## src/rtl/vskew_pkg.sv

```systemverilog
// Package: shared types of the video skew timestamp unit.
// Assumes: nothing beyond IEEE 1800-2017.
package vskew_pkg;
    typedef enum logic {
        VSK_FREE_RUN   = 1'b0,
        VSK_FRAME_SYNC = 1'b1
    } vsk_mode_e;
endpackage

```

## src/rtl/vskew_counter.sv

```systemverilog
// Module: free-running timestamp counter shared by all ports.
// Assumes: synchronous active-low reset; wraps silently at 2**W.
module vskew_counter #(
    parameter int W = 32
) (
    input  logic         clk,
    input  logic         rst_n,
    output logic [W-1:0] now
);
    // Advance the timebase by one every clock.
    always_ff @(posedge clk) begin
        if (!rst_n) now <= '0;
        else        now <= now + W'(1);
    end

    AST_CNT_STEP: assert property (@(posedge clk) disable iff (!rst_n)
        $past(rst_n) |-> now == $past(now) + W'(1));
endmodule

```

## src/rtl/vskew_freeze.sv

```systemverilog
// Module: per-port freeze bits with self-release once all frozen stamps are read.
// Assumes: strobes are one cycle wide; read strobes on unfrozen ports are ignored.
module vskew_freeze #(
    parameter int N = 4
) (
    input  logic         clk,
    input  logic         rst_n,
    input  logic [N-1:0] frz_set,
    input  logic [N-1:0] frz_clr,
    input  logic [N-1:0] rd_sof,
    input  logic [N-1:0] rd_sol,
    output logic [N-1:0] frozen,
    output logic [N-1:0] frz_fall
);
    logic [N-1:0] got_sof, got_sol, frozen_n, port_done;
    logic         release_all;

    // Decide per port whether its two stamps have been read (including this cycle).
    always_comb begin
        port_done   = ~frozen | ((got_sof | rd_sof) & (got_sol | rd_sol));
        release_all = (|frozen) & (&port_done);
        frozen_n    = frz_set | (frozen & ~frz_clr & {N{~release_all}});
        frz_fall    = frozen & ~frozen_n;
    end

    // Register freeze state and the per-stamp read record.
    always_ff @(posedge clk) begin
        if (!rst_n) begin
            frozen  <= '0;
            got_sof <= '0;
            got_sol <= '0;
        end else begin
            frozen  <= frozen_n;
            got_sof <= ~frz_set & (got_sof | (rd_sof & frozen));
            got_sol <= ~frz_set & (got_sol | (rd_sol & frozen));
        end
    end

    AST_NO_EARLY_RELEASE: assert property (@(posedge clk) disable iff (!rst_n)
        $past(rst_n) && ($past(rd_sof | rd_sol) == '0)
        |-> (($past(frozen) & ~$past(frz_clr) & ~frozen) == '0));
    AST_SET_WINS: assert property (@(posedge clk) disable iff (!rst_n)
        $past(rst_n) |-> (($past(frz_set) & ~frozen) == '0));
endmodule

```

## src/rtl/vskew_port.sv

```systemverilog
// Module: one input port - frame-start and line stamp capture, valid and multi-start flags.
// Assumes: vsync active high; line_begin pulses once at the start of every received line.
module vskew_port #(
    parameter int TS_W   = 32,
    parameter int LINE_W = 12
) (
    input  logic              clk,
    input  logic              rst_n,
    input  logic              en,
    input  logic              frozen,
    input  logic              frz_fall,
    input  logic              fs_mode,
    input  logic              fsync,
    input  logic [LINE_W-1:0] line_sel,
    input  logic              vsync,
    input  logic              line_begin,
    input  logic [TS_W-1:0]   now,
    output logic [TS_W-1:0]   sof_ts,
    output logic [TS_W-1:0]   sol_ts,
    output logic              valid,
    output logic              multi_sof
);
    localparam int LW1 = LINE_W + 1;

    logic              vs_q, armed, sof_seen, sof_edge, line_hit;
    logic [LINE_W-1:0] lcnt;

    // Detect a frame start and the arrival of the selected line.
    always_comb begin
        sof_edge = en & vsync & ~vs_q;
        line_hit = en & armed & ~sof_edge & line_begin &
                   ((LW1'(lcnt) + LW1'(1)) == LW1'(line_sel));
    end

    // Track vsync history and count lines after each frame start.
    always_ff @(posedge clk) begin
        if (!rst_n) begin
            vs_q  <= 1'b0;
            armed <= 1'b0;
            lcnt  <= '0;
        end else begin
            vs_q <= vsync;
            if (!en) begin
                armed <= 1'b0;
                lcnt  <= '0;
            end else if (sof_edge) begin
                armed <= 1'b1;
                lcnt  <= '0;
            end else if (line_begin && armed) begin
                lcnt <= lcnt + LINE_W'(1);
                if (line_hit) armed <= 1'b0;
            end
        end
    end

    // Capture stamps and maintain the valid flag.
    always_ff @(posedge clk) begin
        if (!rst_n) begin
            sof_ts <= '0;
            sol_ts <= '0;
            valid  <= 1'b0;
        end else begin
            if (sof_edge && !frozen) sof_ts <= now;
            if (line_hit && !frozen) sol_ts <= now;
            if (!en || frz_fall)              valid <= 1'b0;
            else if (!frozen) begin
                if (line_hit)                 valid <= 1'b1;
                else if (sof_edge)            valid <= 1'b0;
                else if (fs_mode && fsync)    valid <= 1'b0;
            end
        end
    end

    // Flag a second frame start within one frame-sync period.
    always_ff @(posedge clk) begin
        if (!rst_n || !en || !fs_mode) begin
            sof_seen  <= 1'b0;
            multi_sof <= 1'b0;
        end else if (fsync) begin
            sof_seen  <= sof_edge;
            multi_sof <= 1'b0;
        end else if (sof_edge) begin
            sof_seen  <= 1'b1;
            multi_sof <= multi_sof | sof_seen;
        end
    end

    AST_FROZEN_HOLD: assert property (@(posedge clk) disable iff (!rst_n)
        $past(rst_n) && $past(frozen) |-> $stable(sof_ts) && $stable(sol_ts));
    AST_OFF_NO_VALID: assert property (@(posedge clk) disable iff (!rst_n)
        $past(rst_n) && !$past(en) |-> !valid);
    AST_MULTI_ONLY_FS: assert property (@(posedge clk) disable iff (!rst_n)
        $past(rst_n) && !$past(en && fs_mode) |-> !multi_sof);
endmodule

```

## src/rtl/vskew_stamp_unit.sv

```systemverilog
// Module: top of the multi-port video skew timestamp unit.
// Assumes: all inputs synchronous to clk; strobes one cycle wide.
module vskew_stamp_unit
    import vskew_pkg::*;
#(
    parameter int NPORT  = 4,
    parameter int TS_W   = 32,
    parameter int LINE_W = 12
) (
    input  logic                  clk,
    input  logic                  rst_n,
    input  logic [NPORT-1:0]      port_en,
    input  logic                  sync_mode,
    input  logic                  fsync_pulse,
    input  logic [LINE_W-1:0]     line_sel,
    input  logic [NPORT-1:0]      vsync,
    input  logic [NPORT-1:0]      line_begin,
    input  logic [NPORT-1:0]      frz_set,
    input  logic [NPORT-1:0]      frz_clr,
    input  logic [NPORT-1:0]      rd_sof,
    input  logic [NPORT-1:0]      rd_sol,
    output logic [NPORT*TS_W-1:0] sof_stamp,
    output logic [NPORT*TS_W-1:0] sol_stamp,
    output logic [NPORT-1:0]      stamp_valid,
    output logic                  stamp_ready,
    output logic [NPORT-1:0]      multi_sof,
    output logic [NPORT-1:0]      frozen
);
    vsk_mode_e        mode;
    logic             fs_mode, all_valid;
    logic [TS_W-1:0]  now;
    logic [NPORT-1:0] frz_fall;

    assign mode    = vsk_mode_e'(sync_mode);
    assign fs_mode = (mode == VSK_FRAME_SYNC);

    vskew_counter #(.W(TS_W)) u_cnt (.clk(clk), .rst_n(rst_n), .now(now));

    vskew_freeze #(.N(NPORT)) u_frz (
        .clk(clk), .rst_n(rst_n), .frz_set(frz_set), .frz_clr(frz_clr),
        .rd_sof(rd_sof), .rd_sol(rd_sol), .frozen(frozen), .frz_fall(frz_fall)
    );

    for (genvar p = 0; p < NPORT; p++) begin : g_port
        vskew_port #(.TS_W(TS_W), .LINE_W(LINE_W)) u_port (
            .clk(clk), .rst_n(rst_n), .en(port_en[p]), .frozen(frozen[p]),
            .frz_fall(frz_fall[p]), .fs_mode(fs_mode), .fsync(fsync_pulse),
            .line_sel(line_sel), .vsync(vsync[p]), .line_begin(line_begin[p]),
            .now(now), .sof_ts(sof_stamp[p*TS_W +: TS_W]),
            .sol_ts(sol_stamp[p*TS_W +: TS_W]), .valid(stamp_valid[p]),
            .multi_sof(multi_sof[p])
        );
    end

    // Every enabled port valid, with at least one port enabled.
    assign all_valid = (|port_en) & (&(stamp_valid | ~port_en));

    // Ready flag: cleared by a falling freeze bit, set per mode.
    always_ff @(posedge clk) begin
        if (!rst_n)                              stamp_ready <= 1'b0;
        else if (|frz_fall)                      stamp_ready <= 1'b0;
        else if (fs_mode ? (fsync_pulse && all_valid) : all_valid)
                                                 stamp_ready <= 1'b1;
    end

    AST_READY_DROP: assert property (@(posedge clk) disable iff (!rst_n)
        $past(rst_n) && (($past(frozen) & ~frozen) != '0) |-> !stamp_ready);
    AST_READY_ON_FSYNC: assert property (@(posedge clk) disable iff (!rst_n)
        $past(rst_n) && $rose(stamp_ready) && $past(sync_mode) |-> $past(fsync_pulse));
endmodule

```

## config.mk

```make
export PLATFORM = sky130hd
export DESIGN_NAME = vskew_stamp_unit
export DESIGN_NICKNAME = d
export VERILOG_FILES = /design/src/rtl/vskew_pkg.sv /design/src/rtl/vskew_counter.sv /design/src/rtl/vskew_freeze.sv /design/src/rtl/vskew_port.sv /design/src/rtl/vskew_stamp_unit.sv
export SDC_FILE = /design/constraint.sdc
export NUM_CORES = 1
export LEC_CHECK = 0
export BUFFER_PORTS_ARGS = -buffer_cell sky130_fd_sc_hd__buf_2
export CAP_MARGIN = 10
export CORE_MARGIN = 5
export CORE_UTILIZATION = 59
export CTS_BUF_LIST = sky130_fd_sc_hd__clkbuf_4 sky130_fd_sc_hd__clkbuf_8 sky130_fd_sc_hd__clkbuf_16
export CTS_CLUSTER_SIZE = 24
export DETAILED_ROUTE_END_ITERATION = 7
export PLACE_DENSITY_LB_ADDON = 0.08
export SYNTH_ARGS = -nofsm -noshare
export SYNTH_HDL_FRONTEND = slang
export SYNTH_SLANG_ARGS = --single-unit
```

## constraint.sdc

```tcl
create_clock -name clk -period 6.4 [get_ports clk]
set_input_delay 0.64 -clock clk [delete_from_list [all_inputs] [get_ports clk]]
set_output_delay 0.64 -clock clk [all_outputs]
set_load 0.05 [all_outputs]
```

Yosys cells after proc, flatten, opt, wreduce, memory -nomap -nowiden
Cells that the tools add are included.
- register bits: 369
- bits in latches: 0
- bits in writable memories: 0
- bits in read-only memories: 0
- bits of input ports: 44
- output and inout bits: 269
- logic and storage cells: 229
- memories: 0
- $add $sub $neg: 9
- $mul: 0
- divide/modulo/power cells: 0
- magnitude comparators: 0
- equality and inequality tests: 4
- shifts and indexed selects: 0
- multiplexer cells: 30
- bitwise gates (word level): 68
- reductions and logical operators: 81
- operator list (cell ; number):
    12-bit by 1-bit adder with 13-bit output (second input constant) ; 4
    13-bit by 12-bit == test with 1-bit output ; 4
    12-bit by 1-bit adder with 12-bit output (second input constant) ; 4
    32-bit by 1-bit adder with 32-bit output (second input constant) ; 1
    4-bit bitwise AND ; 8
    1-bit 2-to-1 mux ; 30
    4-bit bitwise OR ; 7
    1-bit bitwise AND ; 26
    2-bit AND reduction ; 12
    2-bit nonzero test ; 12
    4-bit NOT ; 5
    1-bit NOT ; 18
    2-bit OR reduction ; 8
    1-bit logical AND ; 14
    1-bit logical OR ; 12
    3-bit nonzero test ; 4
    3-bit OR reduction ; 4
    1-bit zero test ; 10
    4-bit AND reduction ; 2
    4-bit OR reduction ; 2
    5-bit OR reduction ; 1
    1-bit bitwise OR ; 4

Longest topological paths before layout
- depth in word-level cells: 12
- depth in mapped cells: 9
- mapped depth without buffers: 7

Cells and area by module
A second synthesis with hierarchy kept.
- cells, all modules: 1986
- area, all modules: 17112.7 µm²
- modules (own cells, without submodules) (module ; instances ; cells each ; area an instance (µm²) ; sequential area each (µm²)):
    vskew_port ; 4 ; 433 ; 3742.3 ; 1621.6
    vskew_counter ; 1 ; 168 ; 1466.4 ; 640.6
    vskew_freeze ; 1 ; 73 ; 588.1 ; 240.2
    vskew_stamp_unit ; 1 ; 13 ; 88.8 ; 20.0

Worst setup path after synthesis
No wires, ideal clock.
- path type: input to register
- start: input port line_sel[10]
- end: register g_port[3].u_port.valid
- library setup time: 0.079 ns
- data arrival time: 2.364 ns
- required time: 6.321 ns
- slack: 3.957 ns
- stages on the path: 8
- path buffers: 2
- cell sequence: clkbuf_1 > xor2_1 > a2111oi_0 > nand4_1 > a2111oi_4 > nand3_4 > buf_6 > a211oi_2
- longest elaborated chain between the ends: 4
- elaborated cells on any way between the ends: 5
- those cells by class: eq/ne: 1; mux: 1; bitwise: 1; reduce/logical: 2
- RTL lines (what ; line ; RTL):
    start: declaration ; vskew_stamp_unit.sv:15 ; input logic [LINE_W-1:0] line_sel,
    13-bit by 12-bit == test with 1-bit output (*) ; vskew_port.sv:32 ; ((LW1'(lcnt) + LW1'(1)) == LW1'(line_sel));
    1-bit bitwise AND (*) ; vskew_port.sv:31 ; line_hit = en & armed & ~sof_edge & line_begin &
    3-bit nonzero test (no line) ; -- ;
    2-bit AND reduction (no line) ; -- ;
    end signal: assignment ; vskew_port.sv:61 ; valid <= 1'b0;
    end signal: assignment ; vskew_port.sv:65 ; if (!en || frz_fall) valid <= 1'b0;
    end signal: assignment ; vskew_port.sv:67 ; if (line_hit) valid <= 1'b1;
    end: declaration ; vskew_port.sv:20 ; output logic valid,
Every way passes the cells marked *; elsewhere a longest branch is shown, timed or not.
A chain may end at the register's enable or synchronous reset.

Worst setup path in the final report
- start: register g_port[1].u_port.lcnt[0]
- end: register g_port[1].u_port.sol_ts[15]
- longest elaborated chain between the ends: 4
- RTL lines (what ; line ; RTL):
    start: declaration ; vskew_port.sv:26 ; logic [LINE_W-1:0] lcnt;
    start signal: assignment ; vskew_port.sv:50 ; lcnt <= lcnt + LINE_W'(1);
    12-bit by 1-bit adder with 13-bit output ; vskew_port.sv:32 ;
    13-bit by 12-bit == test with 1-bit output ; vskew_port.sv:32 ;
    1-bit bitwise AND ; vskew_port.sv:31 ;
    1-bit logical AND ; vskew_port.sv:64 ; if (line_hit && !frozen) sol_ts <= now;
    end signal: assignment ; vskew_port.sv:64 ;
    end: declaration ; vskew_port.sv:19 ; output logic [TS_W-1:0] sol_ts,
Every way passes these cells.

==> metrics.yaml <==
synthesis:
  async_reset_ff_frac: 0
  synth_area_leaders: "dfxtp_1 (48%), nand2_1 (12%), mux2i_1 (8.5%)"
  synth-edff-count: 0
  synth_seq_cells: 369
  synth_warnings: 0
  ys_types: 61
  synth_nets: 1860
  ys.flop_type: "dfxtp_1"
  syn_inst: 1811
  syn-mean-instance-area_um2: 8.47
  yosysTopAreaCell: "dfxtp_1"
  synth_top_area_share: 0.482
  seq_area_frac_synth: 0.482
  syn_area_mm2: 0.0153
worst_setup_path:
  crit_path_start: "g_port[1].u_port.lcnt[0]$_SDFFE_PP0P_"
  arrival_ns: 3.51
  cp-end-kind: "flip-flop"
  r2r.worst_path.cells: 7
  startpoint_type: "flip-flop"
  cp.required_ns: 6.83
  cp_max_fo: 33
  path_class: "reg -> reg"
  r2r_start: "g_port[1].u_port.lcnt[0]$_SDFFE_PP0P_"
timing:
  fmax_mhz: 325
  relSlewSlack: 0.244
  rsz0062_at_grt: "false"
  skew_ns: 0.0199
  finalHoldViolCount: 0
  worstMarginPinSlew_ns: 1.13
  drv_slew: 0
  period_minus_slack_ns: 3.08
  finalCritPeriodShare: 0.481
  finalSetupViolCount: 0
  setup_tns_ns: 0
clocking:
  ctsResizeCount: 0
  htreeDepth: 2
  cts_tree: "yes"
  clk_pin_slew_ns: 0.06
  cts_hold_buf: 0
  cts_buffer_depth: 3
  numCtsBuffers: 38
  cts_root_buf: "clkbuf_16"
  insertion_delay_ns: 0.52
  clock-sinks: 369
  postCtsSetupBuffers: 0
hold_path:
  hold_start: "vsync[1]"
  hp-class: "in -> reg"
  holdPathStages: 2
grt:
  grt_pass1_wl_um: 68100
  grt_pass1_vias: 12200
  grt_util_all_layers: 0.291
  grt_max_degree: 104
  overflow: 0
  antenna_found_initial: 1
floorplan:
  die_w_um: 171
  fp-row-count: 59
  start_util: 0.594
  fp.dieH_um: 171
  coreArea_mm2: 0.0258
  io_pins: 313
  die_area_mm2: 0.0293
cells_and_area:
  drive_gt1_frac: 0.197
  fin_cells: 2382
  syn_to_final_growth_pct: 16.9
  final_area_mm2: 0.0179
  n_fill_cell: 2171
  final_nets: 2072
  antenna_cells: 0
  final_util: 0.694
routing:
  num_vias: 13200
  vias_per_cell: 5.55
  drt_iter0_drc: 1067
  drt-total-wl_um: 44600
  drt_pass1_iterations: 5
  post-route-drc-count: 0
  wl_per_cell_um: 18.7
  ant_nets: 0
place:
  hpwl_um: 31300
  placedCellCount: 2318
  place_area_mm2: 0.0167
  gp_congestion: 0.937
  port_buffers: 312
pwr:
  combPwrFrac: 0.042
  vdd_drop_max_v: 0.000237
  switching_share: 0.224
  leakagePower_nw: 7.61
  p_int_mw: 3.60
  seq_power_share: 0.501
  power.density_mw_per_mm2: 258
  power.share.clock: 0.457
  p_sw_mw: 1.04
job:
  max_cap_viol_count: 0
run_status:
  status: "finished, final reports clean"
synth_stat cells (3+ instances only):
cell and instances:
nor2b_1 6, nor3_1 20, buf_4 16, nand3b_1 4, o2111ai_1 3, o22ai_1 8
nor4_1 10, and4_1 6, nand3_1 35, or3_1 11, nand4_1 21, clkbuf_1 116
inv_1 18, buf_2 11, buf_6 6, nand2b_1 13, o211ai_1 4, and2_1 16
xor2_1 52, a211oi_1 4, o21ai_0 16, a31oi_1 4, dfxtp_1 369, and3_1 8
nor3b_1 11, a21oi_1 171, ha_1 5, nand2_1 480, nor2_1 122, xnor2_1 78
mux2i_1 130
registers in the layout (all words and copies together), names as in the netlist:
| register | cells |
|---|---|
| g_port.u_port.sof_ts | 128 |
| g_port.u_port.sol_ts | 128 |
| g_port.u_port.lcnt | 48 |
| u_cnt.now | 32 |
| g_port.u_port.armed | 4 |
| g_port.u_port.multi_sof | 4 |
| g_port.u_port.sof_seen | 4 |
| g_port.u_port.valid | 4 |
| g_port.u_port.vs_q | 4 |
| u_frz.frozen | 4 |
| u_frz.got_sof | 4 |
| u_frz.got_sol | 4 |
| stamp_ready | 1 |
layout make-up:
type	instances	area [µm²]	area share
sequential	369	7390	0.412
inverter	19	73.8	0.00412
timing repair buffer	322	1640	0.0916
clock inverter	7	41.3	0.00230
tap	335	419	0.0234
multi-input combinational	1273	7220	0.402
clock buffer	57	1150	0.0641
metrics by stage:
stage	worst slack [ns]	total power [mW]	hold slack [ns]
3_3_place_gp	3.37	2.56	0.439
6_report	3.32	4.63	0.341
3_5_place_dp	3.33	2.57	0.445
4_1_cts	3.36	4.66	0.326
2_1_floorplan	3.96	2.50	0.437
5_1_grt	3.16	4.78	0.337
layer usage:
layer	wire length, µm	track usage	vias up
met1	20400	0.431	6268
met2	18900	0.424	513
met5	11	0	-
met3	4240	0.0775	70
li1	-	-	6371
met4	1010	0.0744	2
worst paths after layout:
| check | endpoint | slack (ns) |
|---|---|---|
| worst max register to register | g_port[1].u_port.sol_ts[15]$_SDFFE_PN0P_ | 3.32 |
| worst min-delay path | g_port[1].u_port.vs_q$_SDFF_PN0_ | 0.34 |
| worst min register to register | g_port[3].u_port.sof_ts[0]$_SDFFE_PN0P_ | 0.45 |
| worst max-delay path | g_port[1].u_port.sol_ts[15]$_SDFFE_PN0P_ | 3.32 |
power by group through the flow:
| stage | Combinational (mW) | Clock [mW] | Sequential (mW) |
|---|---|---|---|
| 2_1_floorplan | 0.134 | 0 | 2.37 |
| 5_1_grt | 0.212 | 2.24 | 2.32 |
| 6_report | 0.196 | 2.12 | 2.32 |
| 3_3_place_gp | 0.192 | 0 | 2.37 |
| 3_5_place_dp | 0.193 | 0 | 2.37 |
| 4_1_cts | 0.194 | 2.14 | 2.32 |
kinds of logic (layout without fill, tap and decap cells):
family	count (synthesis)	count (layout)	share of synthesized area
AND/OR/NAND/NOR	774	774	0.218
flip-flops	369	369	0.482
AO/OA/AOI/OAI	234	234	0.0876
buffers and inverters	169	405	0.0491
XOR/XNOR	130	130	0.0742
multiplexers	130	130	0.0849
adder cells (fa/ha/maj)	5	5	0.00408
worst max-delay path, cell delays in order (launching register included):
cell and delay [ns]:
dfxtp_1 0.44, ha_1 0.26, nand3_1 0.21, nor4_1 0.29, o211ai_1 0.14, a211oi_1 0.30, and4_2 1.03, mux2i_1 0.29
placed cells by master (no fill, tap or decap), drive strengths merged, types with 5 or more instances in the layout:
cell,instances
nand2b,13
or3,11
nor2,122
nand2,480
xnor2,78
nor3,21
inv,20
and2,16
buf,322
a211oi,6
clkbuf,57
nand3,37
dfxtp,369
nor4,10
o21ai,16
ha,5
nand4,22
clkinv,5
nor3b,11
nor2b,6
o22ai,8
and3,8
xor2,52
mux2i,130
a21oi,171
and4,6
Power figures use the tool's default switching activity.
